--- config.mk ---
export PLATFORM = sky130hd
export DESIGN_NAME = rect_read_streamer
export DESIGN_NICKNAME = d
export VERILOG_FILES = /design/src/rtl/rrs_pkg.sv /design/src/rtl/rrs_cmd_check.sv /design/src/rtl/rrs_walker.sv /design/src/rtl/rrs_fifo.sv /design/src/rtl/rect_read_streamer.sv
export SDC_FILE = /design/constraint.sdc
export NUM_CORES = 1
export LEC_CHECK = 0
export BUFFER_PORTS_ARGS = -buffer_cell sky130_fd_sc_hd__buf_2
export CORE_MARGIN = 4
export CORE_UTILIZATION = 40
export DETAILED_ROUTE_END_ITERATION = 8
export SLEW_MARGIN = 20
export SYNTH_ARGS = -nofsm -noshare
export SYNTH_HDL_FRONTEND = slang
export SYNTH_SLANG_ARGS = --single-unit
export TNS_END_PERCENT = 20
--- constraint.sdc ---
create_clock -name clk -period 6.9 [get_ports clk]
set_input_delay 0.69 -clock clk [delete_from_list [all_inputs] [get_ports clk]]
set_output_delay 0.69 -clock clk [all_outputs]
set_load 0.05 [all_outputs]
--- src/rtl/rrs_pkg.sv ---
package rrs_pkg;

    typedef enum logic [1:0] {
        ST_IDLE  = 2'd0,
        ST_RUN   = 2'd1,
        ST_DRAIN = 2'd2,
        ST_HALT  = 2'd3
    } rrs_state_e;

    localparam int HSZ_W  = 16;
    localparam int VSZ_W  = 13;
    localparam int BEAT_W = HSZ_W + VSZ_W;

    localparam int STS_IE  = 28;
    localparam int STS_SE  = 29;
    localparam int STS_DE  = 30;
    localparam int STS_CMP = 31;

    localparam logic [1:0] RESP_SLV = 2'b10;
    localparam logic [1:0] RESP_DEC = 2'b11;

    typedef struct packed {
        logic [4:0] dest;
        logic [4:0] id;
        logic [3:0] user;
    } rrs_side_t;

endpackage

--- src/rtl/rrs_cmd_check.sv ---
module rrs_cmd_check
    import rrs_pkg::*;
#(
    parameter int ADDR_W = 32,
    parameter int BPB    = 4
) (
    input  logic [ADDR_W-1:0] base,
    input  logic [HSZ_W-1:0]  hsize,
    input  logic [HSZ_W-1:0]  stride,
    input  logic [VSZ_W-1:0]  vsize,
    output logic              bad,
    output logic [BEAT_W-1:0] beats
);
    localparam int LG = $clog2(BPB);

    logic misaligned;

    generate
        if (LG == 0) begin : g_byte
            assign misaligned = 1'b0;
        end else begin : g_word
            assign misaligned = (base[LG-1:0]   != '0) ||
                                (hsize[LG-1:0]  != '0) ||
                                (stride[LG-1:0] != '0);
        end
    endgenerate

    always_comb begin
        bad   = misaligned || (vsize == '0) || (hsize == '0) || (stride < hsize);
        beats = BEAT_W'(vsize) * BEAT_W'(hsize >> LG);
    end

endmodule

--- src/rtl/rrs_walker.sv ---
module rrs_walker
    import rrs_pkg::*;
#(
    parameter int ADDR_W = 32,
    parameter int BPB    = 4
) (
    input  logic              clk,
    input  logic              rst,
    input  logic              load,
    input  logic [ADDR_W-1:0] base,
    input  logic [HSZ_W-1:0]  hsize,
    input  logic [HSZ_W-1:0]  stride,
    input  logic [VSZ_W-1:0]  vsize,
    input  logic              step,
    output logic [ADDR_W-1:0] addr,
    output logic              final_o
);
    logic [ADDR_W-1:0] line_q;
    logic [HSZ_W-1:0]  col_q;
    logic [HSZ_W-1:0]  hsize_q;
    logic [HSZ_W-1:0]  stride_q;
    logic [VSZ_W-1:0]  left_q;
    logic [HSZ_W:0]    nxt_col;
    logic              end_line;

    always_comb begin
        nxt_col  = {1'b0, col_q} + (HSZ_W+1)'(BPB);
        end_line = (nxt_col == {1'b0, hsize_q});
        addr     = line_q + ADDR_W'(col_q);
        final_o  = end_line && (left_q == VSZ_W'(1));
    end

    always_ff @(posedge clk) begin
        if (rst) begin
            line_q   <= '0;
            col_q    <= '0;
            hsize_q  <= '0;
            stride_q <= '0;
            left_q   <= '0;
        end else if (load) begin
            line_q   <= base;
            col_q    <= '0;
            hsize_q  <= hsize;
            stride_q <= stride;
            left_q   <= vsize;
        end else if (step) begin
            if (end_line) begin
                col_q  <= '0;
                line_q <= line_q + ADDR_W'(stride_q);
                left_q <= left_q - VSZ_W'(1);
            end else begin
                col_q  <= nxt_col[HSZ_W-1:0];
            end
        end
    end

endmodule

--- src/rtl/rrs_fifo.sv ---
module rrs_fifo #(
    parameter int W     = 32,
    parameter int DEPTH = 4,
    localparam int AW   = $clog2(DEPTH),
    localparam int CW   = $clog2(DEPTH + 1)
) (
    input  logic          clk,
    input  logic          rst,
    input  logic          push,
    input  logic [W-1:0]  wdata,
    input  logic          pop,
    output logic [W-1:0]  rdata,
    output logic          empty,
    output logic [CW-1:0] count
);
    logic [W-1:0]  mem [DEPTH];
    logic [AW-1:0] wp_q, rp_q;
    logic [CW-1:0] cnt_q;

    assign rdata = mem[rp_q];
    assign empty = (cnt_q == '0);
    assign count = cnt_q;

    always_ff @(posedge clk) begin
        if (rst) begin
            wp_q  <= '0;
            rp_q  <= '0;
            cnt_q <= '0;
        end else begin
            if (push) begin
                mem[wp_q] <= wdata;
                wp_q      <= (wp_q == AW'(DEPTH - 1)) ? '0 : wp_q + AW'(1);
            end
            if (pop) begin
                rp_q <= (rp_q == AW'(DEPTH - 1)) ? '0 : rp_q + AW'(1);
            end
            cnt_q <= cnt_q + CW'(push) - CW'(pop);
        end
    end

    a_r11_no_overflow: assert property (@(posedge clk) disable iff (rst)
        push |-> (cnt_q != CW'(DEPTH)) || pop);

    a_r11_no_underflow: assert property (@(posedge clk) disable iff (rst)
        pop |-> !empty);

endmodule

--- src/rtl/rect_read_streamer.sv ---
module rect_read_streamer
    import rrs_pkg::*;
#(
    parameter int ADDR_W    = 32,
    parameter int DATA_W    = 32,
    parameter int BUF_DEPTH = 4
) (
    input  logic              clk,
    input  logic              rst,
    input  logic              cmd_valid,
    output logic              cmd_ready,
    input  logic [ADDR_W-1:0] cmd_base,
    input  logic [15:0]       cmd_hsize,
    input  logic [15:0]       cmd_stride,
    input  logic [12:0]       cmd_vsize,
    input  logic [4:0]        cmd_dest,
    input  logic [4:0]        cmd_id,
    input  logic [3:0]        cmd_user,
    output logic              rd_req,
    output logic [ADDR_W-1:0] rd_addr,
    input  logic              rd_rvalid,
    input  logic [DATA_W-1:0] rd_rdata,
    input  logic [1:0]        rd_rresp,
    output logic              m_tvalid,
    input  logic              m_tready,
    output logic [DATA_W-1:0] m_tdata,
    output logic              m_tlast,
    output logic [4:0]        m_tdest,
    output logic [4:0]        m_tid,
    output logic [3:0]        m_tuser,
    output logic [31:0]       status
);
    localparam int BPB   = DATA_W / 8;
    localparam int CNT_W = $clog2(BUF_DEPTH + 1);

    rrs_state_e        state_q, state_d;
    rrs_side_t         side_q;
    logic [BEAT_W-1:0] beats_q;
    logic [CNT_W-1:0]  out_q;
    logic [31:0]       status_q;

    logic              cmd_fire, cmd_bad, walk_final, live;
    logic [BEAT_W-1:0] cmd_beats;
    logic [CNT_W-1:0]  fifo_cnt;
    logic [CNT_W:0]    inflight;
    logic              credit_ok, push, pop, fifo_empty, rsp_err, last_fire;

    rrs_cmd_check #(.ADDR_W(ADDR_W), .BPB(BPB)) u_check (
        .base   (cmd_base),
        .hsize  (cmd_hsize),
        .stride (cmd_stride),
        .vsize  (cmd_vsize),
        .bad    (cmd_bad),
        .beats  (cmd_beats)
    );

    rrs_walker #(.ADDR_W(ADDR_W), .BPB(BPB)) u_walk (
        .clk     (clk),
        .rst     (rst),
        .load    (cmd_fire),
        .base    (cmd_base),
        .hsize   (cmd_hsize),
        .stride  (cmd_stride),
        .vsize   (cmd_vsize),
        .step    (rd_req),
        .addr    (rd_addr),
        .final_o (walk_final)
    );

    rrs_fifo #(.W(DATA_W), .DEPTH(BUF_DEPTH)) u_buf (
        .clk   (clk),
        .rst   (rst),
        .push  (push),
        .wdata (rd_rdata),
        .pop   (pop),
        .rdata (m_tdata),
        .empty (fifo_empty),
        .count (fifo_cnt)
    );

    // handshake and datapath glue
    always_comb begin
        cmd_ready = (state_q == ST_IDLE);
        cmd_fire  = cmd_valid && cmd_ready;
        live      = (state_q == ST_RUN) || (state_q == ST_DRAIN);
        inflight  = {1'b0, out_q} + {1'b0, fifo_cnt};
        credit_ok = inflight < (CNT_W+1)'(BUF_DEPTH);
        rd_req    = (state_q == ST_RUN) && credit_ok;
        rsp_err   = live && rd_rvalid && ((rd_rresp == RESP_SLV) || (rd_rresp == RESP_DEC));
        push      = live && rd_rvalid && !rd_rresp[1];
        m_tvalid  = live && !fifo_empty;
        pop       = m_tvalid && m_tready;
        m_tlast   = (beats_q == BEAT_W'(1));
        last_fire = pop && m_tlast;
        m_tdest   = side_q.dest;
        m_tid     = side_q.id;
        m_tuser   = side_q.user;
        status    = status_q;
    end

    // next-state logic
    always_comb begin
        state_d = state_q;
        unique case (state_q)
            ST_IDLE:  if (cmd_fire) state_d = cmd_bad ? ST_HALT : ST_RUN;
            ST_RUN:   if (rsp_err) state_d = ST_HALT;
                      else if (rd_req && walk_final) state_d = ST_DRAIN;
            ST_DRAIN: if (rsp_err) state_d = ST_HALT;
                      else if (last_fire) state_d = ST_IDLE;
            ST_HALT:  state_d = ST_HALT;
            default:  state_d = ST_HALT;
        endcase
    end

    // state register
    always_ff @(posedge clk) begin
        if (rst) state_q <= ST_IDLE;
        else     state_q <= state_d;
    end

    // registered outputs and counters
    always_ff @(posedge clk) begin
        if (rst) begin
            side_q   <= '0;
            beats_q  <= '0;
            out_q    <= '0;
            status_q <= '0;
        end else begin
            out_q <= out_q + CNT_W'(rd_req) - CNT_W'(rd_rvalid);
            if (cmd_fire) begin
                side_q   <= '{dest: cmd_dest, id: cmd_id, user: cmd_user};
                beats_q  <= cmd_beats;
                status_q <= '0;
                status_q[STS_IE] <= cmd_bad;
            end else begin
                if (pop)       beats_q <= beats_q - BEAT_W'(1);
                if (last_fire) status_q[STS_CMP] <= 1'b1;
                if (rsp_err) begin
                    if (rd_rresp[0]) status_q[STS_DE] <= 1'b1;
                    else             status_q[STS_SE] <= 1'b1;
                end
            end
        end
    end

    a_r9_halt_sticky: assert property (@(posedge clk) disable iff (rst)
        (state_q == ST_HALT) |=> (state_q == ST_HALT) && !rd_req && !m_tvalid && !cmd_ready);

    a_r11_credit_bound: assert property (@(posedge clk) disable iff (rst)
        inflight <= (CNT_W+1)'(BUF_DEPTH));

    a_r1_word_aligned: assert property (@(posedge clk) disable iff (rst)
        rd_req |-> (rd_addr % ADDR_W'(BPB)) == '0);

    a_r3_stall_hold: assert property (@(posedge clk) disable iff (rst)
        (m_tvalid && !m_tready) |=> (state_q == ST_HALT) ||
            (m_tvalid && $stable(m_tdata) && $stable(m_tlast)));

    a_r10_cmp_after_last: assert property (@(posedge clk) disable iff (rst)
        $rose(status_q[STS_CMP]) |-> $past(last_fire));

    a_r6_bad_halts: assert property (@(posedge clk) disable iff (rst)
        (cmd_fire && cmd_bad) |=> (state_q == ST_HALT) && status_q[STS_IE]);

    a_r4_side_stable: assert property (@(posedge clk) disable iff (rst)
        live && !cmd_fire |=> $stable(side_q));

endmodule

==> flow_metrics.env, run 1 <==
export IMPL_synth_top_family_by_area="adder cells"
export IMPL_vias_per_cell=5.31
export IMPL_drc_errors=0
export IMPL_cpPeakStageDelay_ns=0.56
export IMPL_dieArea_sq_um=54200
export IMPL_path_max_fanout=16
export IMPL_antenna_found_initial=5
export IMPL_synthSimpleGateAreaFrac=0.171
export IMPL_holdPathEnd="u_buf.mem[0][11]"
export IMPL_yosysTopAreaCell="edfxtp_1"
export IMPL_synth_mux_area_frac=0.0450
export IMPL_vias=15900
export IMPL_ff2ff_setup_slack_ns=2.70
export IMPL_root_buffer="clkbuf_16"
export IMPL_dp_slack_ns=0.473
export IMPL_die_h_um=233
export IMPL_syn_area_sq_um=20200
export IMPL_fin_ws_ns=1.06
export IMPL_numClockSinks=280
export IMPL_worst_pin_slew_ns=1.10
export IMPL_ys_warnings_count=0
export IMPL_rsz0062_at_grt="false"
export IMPL_h_tree_depth=1
export IMPL_port_buffers=215
export IMPL_postRouteAntennaNets=0
export IMPL_place_congestion=0.873
export IMPL_worstHoldPathType="primary input to flip-flop"
export IMPL_numCtsBuffers=31
export IMPL_synthAdderAreaFrac=0.218
export IMPL_clock_path_buffers=3
export IMPL_crit_arrival_ns=6.31
export IMPL_post_route_period_util=0.847
export IMPL_slew_headroom=0.264
export IMPL_synth_area_leaders="edfxtp_1, dfxtp_1, fa_1"
export IMPL_crit_path_cell_trace="buf_2 > and2_1 > fa_1 > fa_1 > fa_1 > fa_1 > inv_1 > fa_1 > inv_1 > ha_1 > nand4_1 > a211oi_1 > a211oi_1 > o41a_1 > o21ai_0 > a311oi_1 > xor2_1 > a211oi_1"
export IMPL_syn2layout_area_growth_pct=12.8
export IMPL_setup_viol=0
export IMPL_first_pass_iters=7
export IMPL_timing_hold_violations_final=0
export IMPL_tritoncts="done"
export IMPL_synth_seq_cells=280
export IMPL_crit_top_cell="fa_1"
export IMPL_dp_final_hpwl_um=39400
export IMPL_powerDensity_nw_per_um2=361
export IMPL_drv_cap=0
export IMPL_post_synth_xor_area_fraction=0.0432
export IMPL_cts_hold_buf=0
export IMPL_avgSynthCellArea_sq_um=9.54
export IMPL_fin_skew_ns=0.0253
export IMPL_grt_first_pass_wirelength_um=85200
export IMPL_critPathCaptureType="flip-flop"
export IMPL_drt_wl_total_um=53500
export IMPL_n_fill_cell=4875
export IMPL_irDropWorstVdd_v=0.000272
export IMPL_avgRoutedWirePerCell_um=17.9
export IMPL_core_sq_um=50100
export IMPL_layout_drive_gt1_share=0.145
export IMPL_async_reset_ff_frac=0
export IMPL_overflow=0
export IMPL_fin_util=0.456
export IMPL_synth_top_area_share=0.190
export IMPL_postCtsSetupBuffers=0
export IMPL_die_width_um=233
export IMPL_rows=82
export IMPL_clk_latency_ns=0.58
export IMPL_max_freq_mhz=171
export IMPL_reg2reg_depth=9
export IMPL_holdPathStages=1
export IMPL_min_period_ns=5.84
export IMPL_hold_start="rd_rdata[11]"
export IMPL_first_global_vias=15800
export IMPL_grt_max_degree=80
export IMPL_path_class="primary input to flip-flop"
export IMPL_start_util=0.404
export IMPL_synth_edf_count=128
export IMPL_final_max_slew_viol_count=0
export IMPL_whs_ns=0.330
export IMPL_start_kind="primary input"
export IMPL_synthCells=2122
export IMPL_slowest_stage="fa_1"
export IMPL_synth_compound_area_frac=0.108
export IMPL_setup_tns_ns=0
export IMPL_first_iter_violations=880
export IMPL_worstPathRequired_ns=7.37
export IMPL_outcome="finished clean"
export IMPL_fin_nets=2687
export IMPL_pin_count=244
export IMPL_ys_seq_area_frac=0.340
export IMPL_clk_pin_slew_worst_paths_ns=0.06
export IMPL_reg2reg_from="u_walk.col_q[2]"
export IMPL_synth_main_ff_cell="dfxtp_1"
export IMPL_synth_cell_type_count=70
export IMPL_leakage_nw=9.82
export IMPL_cts_resized=0
export IMPL_grt_usage=0.194
export IMPL_reg2reg_to="u_walk.left_q[10]"
-- layout by cell type (no fill, tap or decap), types with 8 or more instances in the layout --
cell,count
o21a_1,9
o21ai_0,60
mux4_2,32
nand4_1,17
nor3_1,27
or4_1,14
edfxtp_1,128
dfxtp_1,151
o211ai_1,9
buf_2,214
ha_1,137
inv_1,234
o31ai_1,8
nor2_1,114
nor4_1,27
a211oi_1,36
clkbuf_16,31
a31oi_1,16
mux2i_1,19
and2_1,96
a21oi_1,121
nand3_1,44
nand2_1,279
a32oi_1,8
fa_1,135
conb_1,28
or3_1,25
a21o_1,13
and3_1,20
xor2_1,44
a311oi_1,11
xnor2_1,54
buf_4,18
-- critical path, delay by kind of cell --
| kind | cells | cell delay [ns] |
|---|---|---|
| AND/OR/NAND/NOR | 2 | 0.36 |
| adder cells (fa/ha/maj) | 6 | 2.97 |
| AO/OA/AOI/OAI | 6 | 1.63 |
| buffers and inverters | 3 | 0.48 |
| XOR/XNOR | 1 | 0.16 |
-- cells in the mapped netlist (11+ instances only) --
cell type,number
or3_1,25
ha_1,137
edfxtp_1,128
buf_1,13
nor4_1,27
buf_4,33
clkbuf_1,79
xnor2_1,54
or4_1,14
nor2_1,114
a311oi_1,11
nand2_1,280
xor2_1,44
nor3_1,28
a31oi_1,16
mux4_2,32
nand3_1,44
a21oi_1,121
a211oi_1,36
and3_1,20
nand4_1,17
and2_1,97
o21ai_0,60
inv_1,234
dfxtp_1,152
fa_1,135
mux2i_1,19
a21o_1,13
-- state kept, by name, summed over array words and instances, names as in the netlist, 3 cells and up, named ones only --
| name | cells |
|---|---|
| u_buf.mem | 128 |
| u_walk.line_q | 32 |
| beats_q | 29 |
| u_walk.hsize_q | 16 |
| u_walk.stride_q | 16 |
| u_walk.col_q | 14 |
| u_walk.left_q | 13 |
| m_tdest | 5 |
| m_tid | 5 |
| m_tuser | 4 |
| status | 4 |
| out_q | 3 |
| u_buf.count | 3 |
-- through the flow --
step                total power [mW]  cell area [sq um]  cells
floorplan                       5.62              20300   2149
global placement                6.59              21800   2924
detailed placement              6.64              21800   2924
CTS                             8.31              22800   2982
global route                    8.97              22800   2983
finish                          8.24              22800   2985
-- metal layers --
layer  part of all wire  up-vias  global-route usage  wire length (um)
li1                   -     7568                   -                 -
met1               0.44     7725               0.267             23600
met2               0.47      475               0.324             25300
met3              0.065       78              0.0344              3480
met4              0.021        4              0.0385              1120
met5            0.00045        -                   0                24
-- logic make-up after synthesis --
group | count (synthesis)
xor gates and xnor gates | 99
and+or+nand+nor | 712
DFF | 280
adders and majority gates | 272
AOI/OAI and AO/OA | 343
muxes | 51
other | 1
buffers and inverters | 364
-- layout make-up --
cell class                      count  area [sq um]  share of cell area
Antenna cell                        3          7.51            0.000329
Sequential cell                   280          6890               0.302
Clock inverter                     21           193             0.00844
Tap cell                          672           841              0.0369
Clock buffer                       37           818              0.0359
Timing Repair Buffer              232          1210              0.0529
Inverter                          235           882              0.0387
Multi-Input combinational cell   1505         12000               0.525
-- worst max-delay path by stage --
stage            startpoint  slack, ns  cells past startpoint           to
2_1_floorplan  cmd_vsize[9]       0.99                     19  beats_q[24]
3_3_place_gp   cmd_hsize[2]       0.54                     19  beats_q[24]
3_5_place_dp   cmd_hsize[2]       0.47                     19  beats_q[24]
4_1_cts        cmd_hsize[2]       1.06                     19  beats_q[24]
5_1_grt        cmd_hsize[2]       0.77                     19  beats_q[24]
6_report       cmd_hsize[4]       1.06                     18  beats_q[24]
-- power by group --
| group | internal, mW | leakage, nW | total, mW | switching, mW |
|---|---|---|---|---|
| Sequential | 1.97 | 2.40 | 2.17 | 0.204 |
| Clock | 0.930 | 0.481 | 1.63 | 0.699 |
| Combinational | 1.68 | 6.94 | 4.44 | 2.77 |
| Total | 4.58 | 9.82 | 8.24 | 3.67 |
Power figures use the tool's default switching activity.
==> inputs of run 2 (changes only) <==
ABC_AREA = 1   (was default)
clock period = 5 ns   (was 6.9 ns; I/O delays follow)
==> run 2 against run 1 <==
Combinational power is 100% higher. Setup slack worse by 0.79 ns. Final cell count rose by 26%. Worst hold slack got worse by 0.21 ns. Largest cell class unchanged. Clock power increased by 50%. Via count up 23%.
==> flow_metrics.env, run 2 <==
export IMPL_outcome="finished clean"
export IMPL_yosysTopAreaCell="edfxtp_1"
export IMPL_whs_ns=0.119
export IMPL_synth_edf_count=128
export IMPL_first_global_vias=19400
export IMPL_max_freq_mhz=211
export IMPL_core_sq_um=53000
export IMPL_critPathCaptureType="flip-flop"
export IMPL_numCtsBuffers=31
export IMPL_drt_wl_total_um=64700
export IMPL_worstPathRequired_ns=5.52
export IMPL_synthCells=2801
export IMPL_layout_commonest_cell="nand2_1"
export IMPL_irDropWorstVdd_v=0.000459
export IMPL_rsz0062_at_grt="true"
export IMPL_rows=84
export IMPL_synth_area_leaders="edfxtp_1, dfxtp_1, fa_1"
export IMPL_place_congestion=0.933
export IMPL_setup_viol=0
export IMPL_grt_first_pass_wirelength_um=103000
export IMPL_first_iter_violations=1212
export IMPL_final_max_slew_viol_count=0
export IMPL_post_synth_top_count_cell="nand2_1"
export IMPL_avgSynthCellArea_sq_um=7.71
export IMPL_port_buffers=215
export IMPL_drv_cap=0
export IMPL_regMostFlops="u_buf.mem"
export IMPL_root_buffer="clkbuf_16"
export IMPL_drc_errors=0
export IMPL_reg2reg_depth=13
export IMPL_crit_arrival_ns=5.25
export IMPL_worst_pin_slew_ns=1.11
export IMPL_dieArea_sq_um=57700
export IMPL_async_reset_ff_frac=0
export IMPL_final_cell_mix="nand2_1, inv_1, nor2_1, o21ai_0, buf_2"
export IMPL_ff2ff_setup_slack_ns=1.64
export IMPL_die_h_um=240
export IMPL_fin_nets=3455
export IMPL_clk_latency_ns=0.60
export IMPL_holdPathStages=1
export IMPL_clk_pin_slew_worst_paths_ns=0.06
export IMPL_clock_path_buffers=3
export IMPL_slew_headroom=0.258
export IMPL_largest_reg_flops=128
export IMPL_avgRoutedWirePerCell_um=17.2
export IMPL_reg2reg_from="u_walk.col_q[2]"
export IMPL_worstHoldPathType="primary input to flip-flop"
export IMPL_h_tree_depth=1
export IMPL_powerDensity_nw_per_um2=584
export IMPL_first_pass_iters=6
export IMPL_n_fill_cell=5297
export IMPL_syn_area_sq_um=21600
export IMPL_dp_slack_ns=-0.450
export IMPL_start_util=0.408
export IMPL_ys_warnings_count=0
export IMPL_setup_tns_ns=0
export IMPL_grt_max_degree=76
export IMPL_synth_cell_type_count=59
export IMPL_fin_skew_ns=0.0249
export IMPL_die_width_um=240
export IMPL_reg2reg_to="u_walk.line_q[7]"
export IMPL_min_period_ns=4.73
export IMPL_ys_seq_area_frac=0.319
export IMPL_synth_top_area_share=0.178
export IMPL_timing_hold_violations_final=0
export IMPL_syn2layout_area_growth_pct=16.3
export IMPL_reg_largest_list="u_buf.mem: 128 flops, u_walk.line_q: 32 flops, beats_q: 29 flops"
export IMPL_layout_drive_gt1_share=0.144
export IMPL_fin_util=0.474
export IMPL_overflow=0
export IMPL_synth_seq_cells=280
export IMPL_yosys_top_cells_count="nand2_1, inv_1, nor2_1"
export IMPL_holdPathEnd="u_buf.mem[1][22]"
export IMPL_antenna_found_initial=1
export IMPL_numClockSinks=280
export IMPL_path_class="primary input to flip-flop"
export IMPL_post_route_period_util=0.946
export IMPL_start_kind="primary input"
export IMPL_fin_ws_ns=0.271
export IMPL_hold_start="rd_rdata[22]"
export IMPL_dp_final_hpwl_um=49400
export IMPL_synth_main_ff_cell="dfxtp_1"
export IMPL_grt_usage=0.219
export IMPL_vias_per_cell=5.18
export IMPL_path_max_fanout=9
export IMPL_pin_count=244
export IMPL_leakage_nw=12.1
export IMPL_tritoncts="done"
export IMPL_postRouteAntennaNets=0
export IMPL_vias=19500
==> run 2: how the worst max path moves through the flow <==
stage | startpoint | end | depth (start not counted)
after floorplan | cmd_vsize[1] | beats_q[20] | 23
after global placement | cmd_vsize[12] | beats_q[26] | 22
after detailed placement | cmd_hsize[8] | beats_q[24] | 24
after CTS | cmd_vsize[12] | beats_q[26] | 22
after global routing | cmd_hsize[8] | beats_q[26] | 23
final | cmd_vsize[12] | beats_q[26] | 22
==> run 2: critical path, stage by stage <==
cell,delay [ns]
clkbuf_4,0.18
buf_4,0.19
nand2_1,0.11
fa_1,0.56
inv_1,0.06
fa_1,0.52
inv_1,0.06
fa_1,0.53
inv_1,0.06
fa_1,0.49
ha_1,0.31
ha_1,0.33
inv_1,0.08
o21ai_1,0.10
a31oi_2,0.24
nor2_1,0.07
nor3_2,0.15
nand3_1,0.11
or2_2,0.29
nand3_1,0.07
o21ai_0,0.10
a21oi_1,0.14
==> run 2: what timing repair did <==
item,CTS,global route
setup buffers,0,0
hold buffers,0,0
setup endpoints to repair,0,9
resized for setup,0,19
==> run 2: power breakdown <==
| group | leakage [nW] | internal [mW] | total (mW) | switching, mW |
|---|---|---|---|---|
| sequential | 2.40 | 2.76 | 3.13 | 0.361 |
| combinational | 9.21 | 3.52 | 9.09 | 5.57 |
| clock | 0.524 | 1.45 | 2.44 | 0.991 |
| total | 12.1 | 7.74 | 14.7 | 6.92 |
==> run 2: cells by family (layout without fill, tap and decap cells) <==
| family | Yosys count | after routing | share of synthesized area |
|---|---|---|---|
| flops | 280 | 280 | 0.319 |
| simple gates | 1041 | 1041 | 0.201 |
| fa+ha+maj | 272 | 272 | 0.205 |
| other cells | 1 | 29 | 0.000174 |
| compound gates | 518 | 518 | 0.133 |
| buf+inv | 623 | 872 | 0.115 |
| mux | 1 | 1 | 0.000464 |
| xor+xnor | 65 | 65 | 0.0264 |
==> run 2: metrics by stage <==
stage | instance area (sq um) | power [mW] | cells
CTS | 25000 | 14.7 | 3765
global route | 25100 | 16.0 | 3766
finish | 25100 | 14.7 | 3766
global placement | 24000 | 12.1 | 3708
floorplan | 21900 | 9.10 | 2828
detailed placement | 24000 | 12.2 | 3708
==> run 2: area by class of cell <==
class | count | area, sq um | area share
Clock buffer | 35 | 791 | 0.0315
Tap cell | 688 | 861 | 0.0343
Multi-Input combinational cell | 1925 | 12400 | 0.496
Clock inverter | 22 | 287 | 0.0114
Antenna cell | 1 | 2.50 | 0.0000997
Inverter | 476 | 1790 | 0.0712
Timing Repair Buffer | 339 | 2050 | 0.0815
Sequential cell | 280 | 6890 | 0.274
==> run 2: layer usage <==
metal  GRT usage  vias up  routed length (um)
met5           0        -                   0
met4      0.0707        0                1990
met3      0.0226      124                2930
met2       0.390      515               32100
met1       0.281     9363               27700
li1            -     9489                   -
==> inputs of run 3 (changes only) <==
BUFFER_PORTS_ARGS = default   (was -buffer_cell sky130_fd_sc_hd__buf_2)
DONT_BUFFER_PORTS = 1   (was default)
==> run 3 against run 2 <==
Utilization down 2.5 points. Critical path depth down 3. Non-clock buffer count down 256. Sequential share of layout area up 1.6 points.
==> flow_metrics.env, run 3 (synthesis results as in run 2) <==
export IMPL_pin_count=244
export IMPL_first_pass_iters=5
export IMPL_outcome="finished clean"
export IMPL_max_freq_mhz=215
export IMPL_grt_first_pass_wirelength_um=102000
export IMPL_clock_path_buffers=3
export IMPL_place_congestion=0.948
export IMPL_antenna_found_initial=1
export IMPL_port_buffers=0
export IMPL_layout_drive_gt1_share=0.0637
export IMPL_worstPathRequired_ns=5.46
export IMPL_layout_commonest_cell="nand2_1"
export IMPL_drv_cap=0
export IMPL_drt_wl_total_um=64600
export IMPL_syn2layout_area_growth_pct=10.0
export IMPL_post_route_period_util=0.929
export IMPL_core_sq_um=53000
export IMPL_path_max_fanout=16
export IMPL_reg2reg_depth=15
export IMPL_grt_usage=0.221
export IMPL_p_clk_frac=0.179
export IMPL_vias_per_cell=5.33
export IMPL_avgRoutedWirePerCell_um=18.4
export IMPL_overflow=0
export IMPL_h_tree_depth=2
export IMPL_worstHoldPathType="primary input to flip-flop"
export IMPL_holdPathStages=0
export IMPL_worst_pin_slew_ns=1.16
export IMPL_crit_arrival_ns=5.10
export IMPL_slew_headroom=0.221
export IMPL_p_int_mw=7.50
export IMPL_numClockSinks=280
export IMPL_rsz0062_at_grt="false"
export IMPL_setup_viol=0
export IMPL_leakage_nw=11.1
export IMPL_reg_largest_list="u_buf.mem: 128 flops, u_walk.line_q: 32 flops, beats_q: 29 flops"
export IMPL_fin_skew_ns=0.0248
export IMPL_p_seq_frac=0.230
export IMPL_first_iter_violations=1241
export IMPL_tritoncts="done"
export IMPL_dpl_cell_count=3451
export IMPL_dieArea_sq_um=57700
export IMPL_final_max_slew_viol_count=0
export IMPL_numCtsBuffers=34
export IMPL_die_width_um=240
export IMPL_start_util=0.408
export IMPL_start_kind="primary input"
export IMPL_n_fill_cell=5339
export IMPL_rows=84
export IMPL_grt_max_degree=146
export IMPL_vias=18700
export IMPL_first_global_vias=18700
export IMPL_switching_power_mw=6.85
export IMPL_critPathCaptureType="flip-flop"
export IMPL_regMostFlops="u_buf.mem"
export IMPL_clk_pin_slew_worst_paths_ns=0.06
export IMPL_min_period_ns=4.65
export IMPL_largest_reg_flops=128
export IMPL_layout_cells_non_filler=3513
export IMPL_irDropWorstVdd_v=0.000468
export IMPL_final_cell_mix="nand2_1, inv_1, nor2_1, o21ai_0, a21oi_1"
export IMPL_combPwrFrac=0.591
export IMPL_fin_nets=3202
export IMPL_powerDensity_nw_per_um2=604
export IMPL_clk_latency_ns=0.55
export IMPL_sw_frac_of_total=0.477
export IMPL_postRouteAntennaNets=0
export IMPL_drc_errors=0
export IMPL_timing_hold_violations_final=0
export IMPL_die_h_um=240
export IMPL_design_area_sq_um=23800
export IMPL_path_class="primary input to flip-flop"
export IMPL_place_area_sq_um=22600
export IMPL_dp_final_hpwl_um=48400
export IMPL_root_buffer="clkbuf_16"
## run 3: changes by cell type in the layout (fill, tap and decap cells not counted), sizes merged
cell / before / now
buf: 329 / 82
bufinv: 6 / 5
clkbuf: 45 / 40
dlygate4sd3: 0 / 1
inv: 475 / 474
## run 3: metal layers
metal,track usage,vias up,share of wire,routed length [um]
met3,0.0266,124,0.046,2960
li1,-,8992,-,-
met5,0,-,0,0
met2,0.392,465,0.50,32200
met4,0.0722,0,0.032,2050
met1,0.282,9128,0.42,27300
## run 3: power by group through the flow
stage | Combinational (mW) | Clock [mW] | Sequential (mW)
finish | 8.48 | 2.57 | 3.30
global route | 9.64 | 2.71 | 3.35
CTS | 8.53 | 2.63 | 3.30
detailed placement | 8.47 | 0 | 3.34
global placement | 8.45 | 0 | 3.33
floorplan | 5.93 | 0 | 3.17
## run 3: repair_timing
action                     in CTS  in global routing
setup endpoints to repair       0                  1
hold endpoints to repair        6                  0
gates resized for setup         0                  1
hold buffers                    1                  0
buffers inserted                0                  0
## run 3: path summary, 6_finish.rpt
kind                            slack (ns)          from              end
worst max-delay path                  0.35  cmd_vsize[3]      beats_q[18]
worst min-delay path                  0.05   rd_rdata[1]  u_buf.mem[2][1]
worst max register to register        1.41    state_q[1]   u_buf.count[2]
worst min register to register        0.45   beats_q[27]      beats_q[27]
## run 3: final cells by class
| cell class | instances | area [sq um] | share of cell area |
|---|---|---|---|
| inverter | 476 | 1790 | 0.0753 |
| clock inverter | 20 | 260 | 0.0110 |
| clock buffer | 40 | 895 | 0.0377 |
| timing repair buffer | 83 | 642 | 0.0270 |
| multi-input combinational | 1925 | 12400 | 0.523 |
| sequential | 280 | 6890 | 0.290 |
| tap | 688 | 861 | 0.0362 |
| antenna | 1 | 2.50 | 0.000105 |
## run 3: through the flow
| stage | hold WS (ns) | TNS, ns | utilization | setup slack [ns] | power [mW] |
|---|---|---|---|---|---|
| 3_5_place_dp | 0.444 | -1.13 | 0.426 | -0.243 | 11.8 |
| 4_1_cts | 0.00886 | 0 | 0.448 | 0.334 | 14.5 |
| 3_3_place_gp | 0.442 | -0.886 | 0.426 | -0.178 | 11.8 |
| 2_1_floorplan | 0.422 | -0.142 | - | -0.0380 | 9.10 |
| 5_1_grt | 0.0188 | 0 | 0.448 | 0.0434 | 15.7 |
| 6_report | 0.0491 | 0 | 0.448 | 0.354 | 14.3 |
## run 3: critical path, stage by stage
cell	delay (ns)
nand2_1	0.05
inv_1	0.06
fa_1	0.54
inv_1	0.06
fa_1	0.54
inv_1	0.08
fa_1	0.47
ha_1	0.29
inv_1	0.05
fa_1	0.52
inv_1	0.05
ha_1	0.32
inv_1	0.05
o21ai_0	0.23
a31oi_1	0.09
o21ai_0	0.47
a21oi_1	0.21
or2_2	0.32
a311oi_1	0.20
